## config.mk

```make
export PLATFORM = sky130hd
export DESIGN_NAME = smem_strobe_gen
export DESIGN_NICKNAME = d
export VERILOG_FILES = /design/src/rtl/smem_strobe_gen.sv
export SDC_FILE = /design/constraint.sdc
export NUM_CORES = 1
export LEC_CHECK = 0
export ABC_AREA = 1
export BUFFER_PORTS_ARGS = -buffer_cell sky130_fd_sc_hd__buf_2
export CORE_MARGIN = 2
export CORE_UTILIZATION = 57
export DETAILED_ROUTE_END_ITERATION = 6
export PLACE_DENSITY = 0.91
export SKIP_CTS_REPAIR_TIMING = 1
export SYNTH_ARGS = -nofsm -noshare
export SYNTH_HDL_FRONTEND = slang
export SYNTH_SLANG_ARGS = --single-unit
```

## constraint.sdc

```tcl
create_clock -name clk -period 2.63 [get_ports clk]
set_input_delay 0.526 -clock clk [delete_from_list [all_inputs] [get_ports clk]]
set_output_delay 0.526 -clock clk [all_outputs]
set_load 0.1 [all_outputs]
```

## src/rtl/smem_strobe_gen.sv

```systemverilog
module smem_strobe_gen #(
  parameter int CW = 10,
  parameter int FW = 4,
  parameter int DW = 16
) (
  input  logic          clk,
  input  logic          rst_n,
  input  logic [CW-1:0] cfg_setup,
  input  logic [CW-1:0] cfg_pulse,
  input  logic [CW-1:0] cfg_cycle,
  input  logic [CW-1:0] cfg_cs_pulse,
  input  logic [FW-1:0] cfg_float,
  input  logic          cfg_rdy_wait,
  input  logic          req,
  input  logic          req_wr,
  input  logic          req_wide,
  input  logic [DW-1:0] wdata,
  output logic          ack,
  output logic [DW-1:0] rdata,
  output logic          mem_cs_n,
  output logic          mem_rd_n,
  output logic          mem_wr_n,
  output logic [DW-1:0] mem_d_out,
  output logic          mem_d_oe,
  output logic          mem_bus16,
  input  logic [DW-1:0] mem_d_in,
  input  logic          mem_rdy
);
  localparam int TW = CW + 1;
  localparam int HW = DW / 2;

  logic          busy, ack_q, wr_l, wide_l, rdy_l;
  logic [TW-1:0] cnt, set_l, end_l, len_l;
  logic [FW-1:0] flt_l, flt;
  logic [DW-1:0] wd_l, rd_q;
  logic [1:0]    rsync;

  logic [TW-1:0] p_eff, se_sum, c_max1, c_eff;
  assign p_eff  = (cfg_pulse == '0) ? TW'(1) : TW'(cfg_pulse);
  assign se_sum = TW'(cfg_setup) + p_eff;
  assign c_max1 = (TW'(cfg_cycle) > se_sum) ? TW'(cfg_cycle) : se_sum;
  assign c_eff  = (TW'(cfg_cs_pulse) > c_max1) ? TW'(cfg_cs_pulse) : c_max1;

  logic start, strobe, stall, last, cap;
  assign start  = !busy && !ack_q && (flt == '0) && req;
  assign strobe = busy && (cnt >= set_l) && (cnt < end_l);
  assign stall  = strobe && rdy_l && !rsync[1];
  assign last   = busy && !stall && (cnt == len_l - TW'(1));
  assign cap    = strobe && !stall && !wr_l && (cnt == end_l - TW'(1));

  always_ff @(posedge clk or negedge rst_n) begin
    if (!rst_n) rsync <= '0;
    else        rsync <= {rsync[0], mem_rdy};
  end

  always_ff @(posedge clk or negedge rst_n) begin
    if (!rst_n) begin
      busy   <= 1'b0;
      ack_q  <= 1'b0;
      cnt    <= '0;
      set_l  <= '0;
      end_l  <= '0;
      len_l  <= '0;
      wr_l   <= 1'b0;
      wide_l <= 1'b0;
      rdy_l  <= 1'b0;
      flt_l  <= '0;
      flt    <= '0;
      wd_l   <= '0;
    end else begin
      ack_q <= last;
      if (start) begin
        busy   <= 1'b1;
        cnt    <= '0;
        set_l  <= TW'(cfg_setup);
        end_l  <= se_sum;
        len_l  <= c_eff;
        wr_l   <= req_wr;
        wide_l <= req_wide;
        rdy_l  <= cfg_rdy_wait;
        flt_l  <= cfg_float;
        wd_l   <= wdata;
      end else if (busy && !stall) begin
        cnt <= cnt + TW'(1);
        if (last) busy <= 1'b0;
      end
      if (last)              flt <= wr_l ? '0 : flt_l;
      else if (flt != '0)    flt <= flt - FW'(1);
    end
  end

  always_ff @(posedge clk or negedge rst_n) begin
    if (!rst_n)   rd_q <= '0;
    else if (cap) rd_q <= wide_l ? mem_d_in : {{(DW-HW){1'b0}}, mem_d_in[HW-1:0]};
  end

  assign ack       = ack_q;
  assign rdata     = rd_q;
  assign mem_cs_n  = !busy;
  assign mem_rd_n  = !(strobe && !wr_l);
  assign mem_wr_n  = !(strobe && wr_l);
  assign mem_d_oe  = busy && wr_l;
  assign mem_d_out = wide_l ? wd_l : {{(DW-HW){1'b0}}, wd_l[HW-1:0]};
  assign mem_bus16 = wide_l;
endmodule

```

==> impl_metrics.json <==
{
  "run_status": "complete, but fails checks",
  "violations": "design-rule violations, negative setup slack",
  "max_slew_margin_pct": 64.32,
  "timing.rr.start": "cnt[1]$_DFFE_PN0P_",
  "detail_route.first_pass.iterations": 7,
  "drt-initial-drc-count": 905,
  "number_of_distinct_library_cells_after_synthesis": 45,
  "clock_insertion_delay_at_the_later_pin_of_the_skew_report_ns": 0.35,
  "setup.worst_path.class": "input pin to flop",
  "portBuffers": 120,
  "cellPowerDensity_nw_per_um2": 1042,
  "drive_above_1_share_pct": 32.20,
  "critPathCaptureType": "flop",
  "drc_errors": 5,
  "dp_hpwl_um": 13450,
  "die_area_um2": 12650,
  "syn_area_per_cell_um2": 7.209,
  "cp_max_fo": 5,
  "route.detailed.vias_per_inst": 5.676,
  "grt_first_pass_wirelength_um": 29470,
  "clock-skew-final_ns": 0.008803,
  "detail-route-antenna-nets": 0,
  "filler_cells": 705,
  "synth.net_count": 1070,
  "synth_area_leader_cell": "sky130_fd_sc_hd__dfrtp_1",
  "whs_ns": 0.2025,
  "yosysWarningCount": 0,
  "largest_net_degree_at_the_start_of_global_routing": 91,
  "timing.final.crit_share_pct": 170.1,
  "gp_congestion": 0.9167,
  "critical_path_arrival_ns": 4.77,
  "antenna_cells": 0,
  "design.core.area_um2": 11470,
  "cts_buffers": 9,
  "ctsLongestPathBuffers": 2,
  "timing.final.ws_setup_ns": -1.844,
  "ys_ff_latch": 90,
  "post-synth-top-area-fraction_pct": 33.59,
  "seq_area_um2": 2267,
  "vias": 7317,
  "overflow": 0,
  "longest_individual_stage_delay_on_the_worst_path_ns": 0.38,
  "r2r_setup_slack_ns": 0.24,
  "synth_enable_flop_cells": 0,
  "start_point_of_the_critical_path": "cfg_pulse[3]",
  "post-route-min-period_ns": 4.474,
  "required_ns": 2.92,
  "floorplan.initialDensity_pct": 58.46,
  "area.growth.synth_to_final_pct": 34.29,
  "timing.critical_path.from_type": "input pin",
  "critPathSlowestCell": "sky130_fd_sc_hd__fa_2",
  "netlist_top_cells_area": "sky130_fd_sc_hd__dfrtp_1, sky130_fd_sc_hd__nand2_1, sky130_fd_sc_hd__ha_1, sky130_fd_sc_hd__inv_1, sky130_fd_sc_hd__nand3_1",
  "first_global_vias": 6438,
  "reg2reg_depth": 10,
  "r2r_end": "cnt[7]$_DFFE_PN0P_",
  "cts.root.buffer_cell": "sky130_fd_sc_hd__clkbuf_16",
  "grt_util_all_layers_pct": 28.59,
  "clkTransAtPathRegs_ns": 0.07,
  "final_net_count": 1281,
  "vdd.ir_drop.worst_uv": 943.6,
  "floorplan.io_pins": 121,
  "initial_antenna_violation_count": 0,
  "worst_hold_path_type": "input pin to async pin",
  "final-setup-viol-count": 12,
  "postLayoutCoreUtil_pct": 78.51,
  "synth-async-reset-ratio_pct": 100.0,
  "grt_setup_unrepaired": "yes",
  "floorplan.die.width_um": 112.5,
  "max_clock_freq_mhz": 223.5,
  "netlist_area_um2": 6704,
  "avgRoutedWirePerCell_um": 16.81,
  "p_leak_nw": 4.864,
  "post_synth_inst_count": 930,
  "final_routed_wirelength_across_all_metal_layers_um": 21670,
  "synth_sequential_area_ratio_pct": 33.59,
  "multi_input_comb_area_um2": 4218,
  "die-height_um": 112.5,
  "timing.final.max_slew_violations": 0,
  "synth_top_flop_cell": "sky130_fd_sc_hd__dfrtp_1",
  "path_common_cell": "sky130_fd_sc_hd__nand2_2",
  "placementRows": 39,
  "tightest_slew_ns": 0.5304,
  "cts_num_sinks": 90,
  "finalHoldViolCount": 0,
  "cap_violations": 0,
  "critPathCapture": "len_l[8]$_DFFE_PN0P_",
  "clock_tree.htree_level_count": 3,
  "cts_tree": "done"
}
-- layout make-up --
cell class	count	area share, %
sequential	90	25.18
tap	143	1.987
timing repair buffer	242	17.65
clock buffer	10	2.655
multi-input combinational	677	46.85
clock inverter	6	0.6254
inverter	121	5.045
-- where the power goes --
part	total [mW]	internal, mW	switching [mW]
Clock	1.29	0.689	0.600
Combinational	5.68	2.05	3.62
Sequential	2.41	1.91	0.507
-- cells in the mapped netlist, drive strengths merged, types with 2 or more instances --
cell    number
nand4       27
and2        10
dfrtp       90
nor3         9
ha          56
buf         23
a21oi       19
xor2        27
nand3b       9
a221oi       2
nor2        58
clkbuf      22
xnor2        7
inv        112
nor4         5
nand3       66
clkinv       9
nand2      311
a21o         5
or2          7
a31oi        3
o21bai       2
o21ai       41
xnor3        4
-- flip-flops by register name, indices dropped and copies added (netlist names), 4 cells and up --
| register | cells |
|---|---|
| len_l | 11 |
| rdata | 16 |
| set_l | 10 |
| wd_l | 16 |
| cnt | 11 |
| end_l | 11 |
| flt | 4 |
| flt_l | 4 |
-- routing by layer --
metal  wire length (µm)  track usage (%)  vias up
met5                  0                0        -
met4               1261            12.93        0
met2              10620            48.92      455
met3               1762            3.240      131
li1                   -                -     3377
met1               8019            36.59     3354
-- metrics by stage --
stage | TNS [ns] | std cells | total power, mW | cell area [µm²] | setup slack [ns]
2_1_floorplan | -17.83 | 930 | 5.924 | 6803 | -1.789
3_5_place_dp | -23.70 | 1244 | 7.054 | 8104 | -2.372
6_report | -18.42 | 1289 | 9.381 | 9002 | -1.844
3_3_place_gp | -21.76 | 1244 | 6.836 | 8104 | -2.181
4_1_cts | -20.43 | 1260 | 8.396 | 8399 | -2.022
5_1_grt | -21.46 | 1289 | 9.916 | 9002 | -2.153
-- how the worst min path moves through the flow --
stage	startpoint	to	slack, ns	cells after the start
2_1_floorplan	rst_n	ack$_DFF_PN0_	0.23	0
3_3_place_gp	rsync[0]$_DFF_PN0_	rsync[1]$_DFF_PN0_	0.33	0
3_5_place_dp	rsync[0]$_DFF_PN0_	rsync[1]$_DFF_PN0_	0.35	0
4_1_cts	rst_n	rdata[6]$_DFFE_PN0P_	0.23	2
5_1_grt	rst_n	rdata[6]$_DFFE_PN0P_	0.26	2
6_report	rst_n	rdata[6]$_DFFE_PN0P_	0.20	2
-- cells by family (layout without fill, tap and decap cells) --
kind of cell | Yosys count | count (layout) | share of synthesized area (%)
flops | 90 | 90 | 33.59
fa+ha+maj | 57 | 57 | 10.75
simple gates | 503 | 506 | 33.28
buf+inv | 166 | 379 | 10.23
xor+xnor | 38 | 38 | 5.786
mux | 1 | 1 | 0.1493
compound gates | 75 | 75 | 6.215
-- cells in the final DEF, fill, tap and decap left out, types with 3 or more instances in the layout --
master                      netlist  layout
sky130_fd_sc_hd__inv_2            6      16
sky130_fd_sc_hd__xor2_1          27      26
sky130_fd_sc_hd__o21ai_1         12      12
sky130_fd_sc_hd__buf_6            1       4
sky130_fd_sc_hd__a21oi_1         18      15
sky130_fd_sc_hd__nand3_2          2       9
sky130_fd_sc_hd__buf_4           11     119
sky130_fd_sc_hd__buf_12           0       3
sky130_fd_sc_hd__inv_1          106      98
sky130_fd_sc_hd__and2_1          10       5
sky130_fd_sc_hd__buf_2           11     115
sky130_fd_sc_hd__ha_4             0      14
sky130_fd_sc_hd__ha_1            56      42
sky130_fd_sc_hd__or2_1            3       3
sky130_fd_sc_hd__and2_4           0       5
sky130_fd_sc_hd__xnor3_1          4       4
sky130_fd_sc_hd__dfrtp_1         90      78
sky130_fd_sc_hd__nand2_4          1       4
sky130_fd_sc_hd__nand2_2         10      23
sky130_fd_sc_hd__nand4_1         26      26
sky130_fd_sc_hd__nor4_4           0       3
sky130_fd_sc_hd__nand3b_1         9       9
sky130_fd_sc_hd__xnor2_1          7       6
sky130_fd_sc_hd__o21ai_0         29      29
sky130_fd_sc_hd__dfrtp_2          0      12
sky130_fd_sc_hd__a21o_1           5       5
sky130_fd_sc_hd__clkbuf_16        0       9
sky130_fd_sc_hd__nor2_2           3       6
sky130_fd_sc_hd__nor3_1           8       8
sky130_fd_sc_hd__nand3_4          0       3
sky130_fd_sc_hd__a31oi_1          3       3
sky130_fd_sc_hd__nand3_1         64      56
sky130_fd_sc_hd__nand2_1        300     285
sky130_fd_sc_hd__a21oi_2          1       4
sky130_fd_sc_hd__nor2_1          54      50
sky130_fd_sc_hd__clkinv_1         9       7
sky130_fd_sc_hd__or2_0            3       3
-- critical path: cells and delay by family --
family                   cells  cell delay, ns
adder cells (fa/ha/maj)      4            1.05
AO/OA/AOI/OAI                2            0.49
AND/OR/NAND/NOR             17            1.85
XOR/XNOR                     1            0.15
buffers and inverters        7            0.69
(Power assumes the default switching activity.)
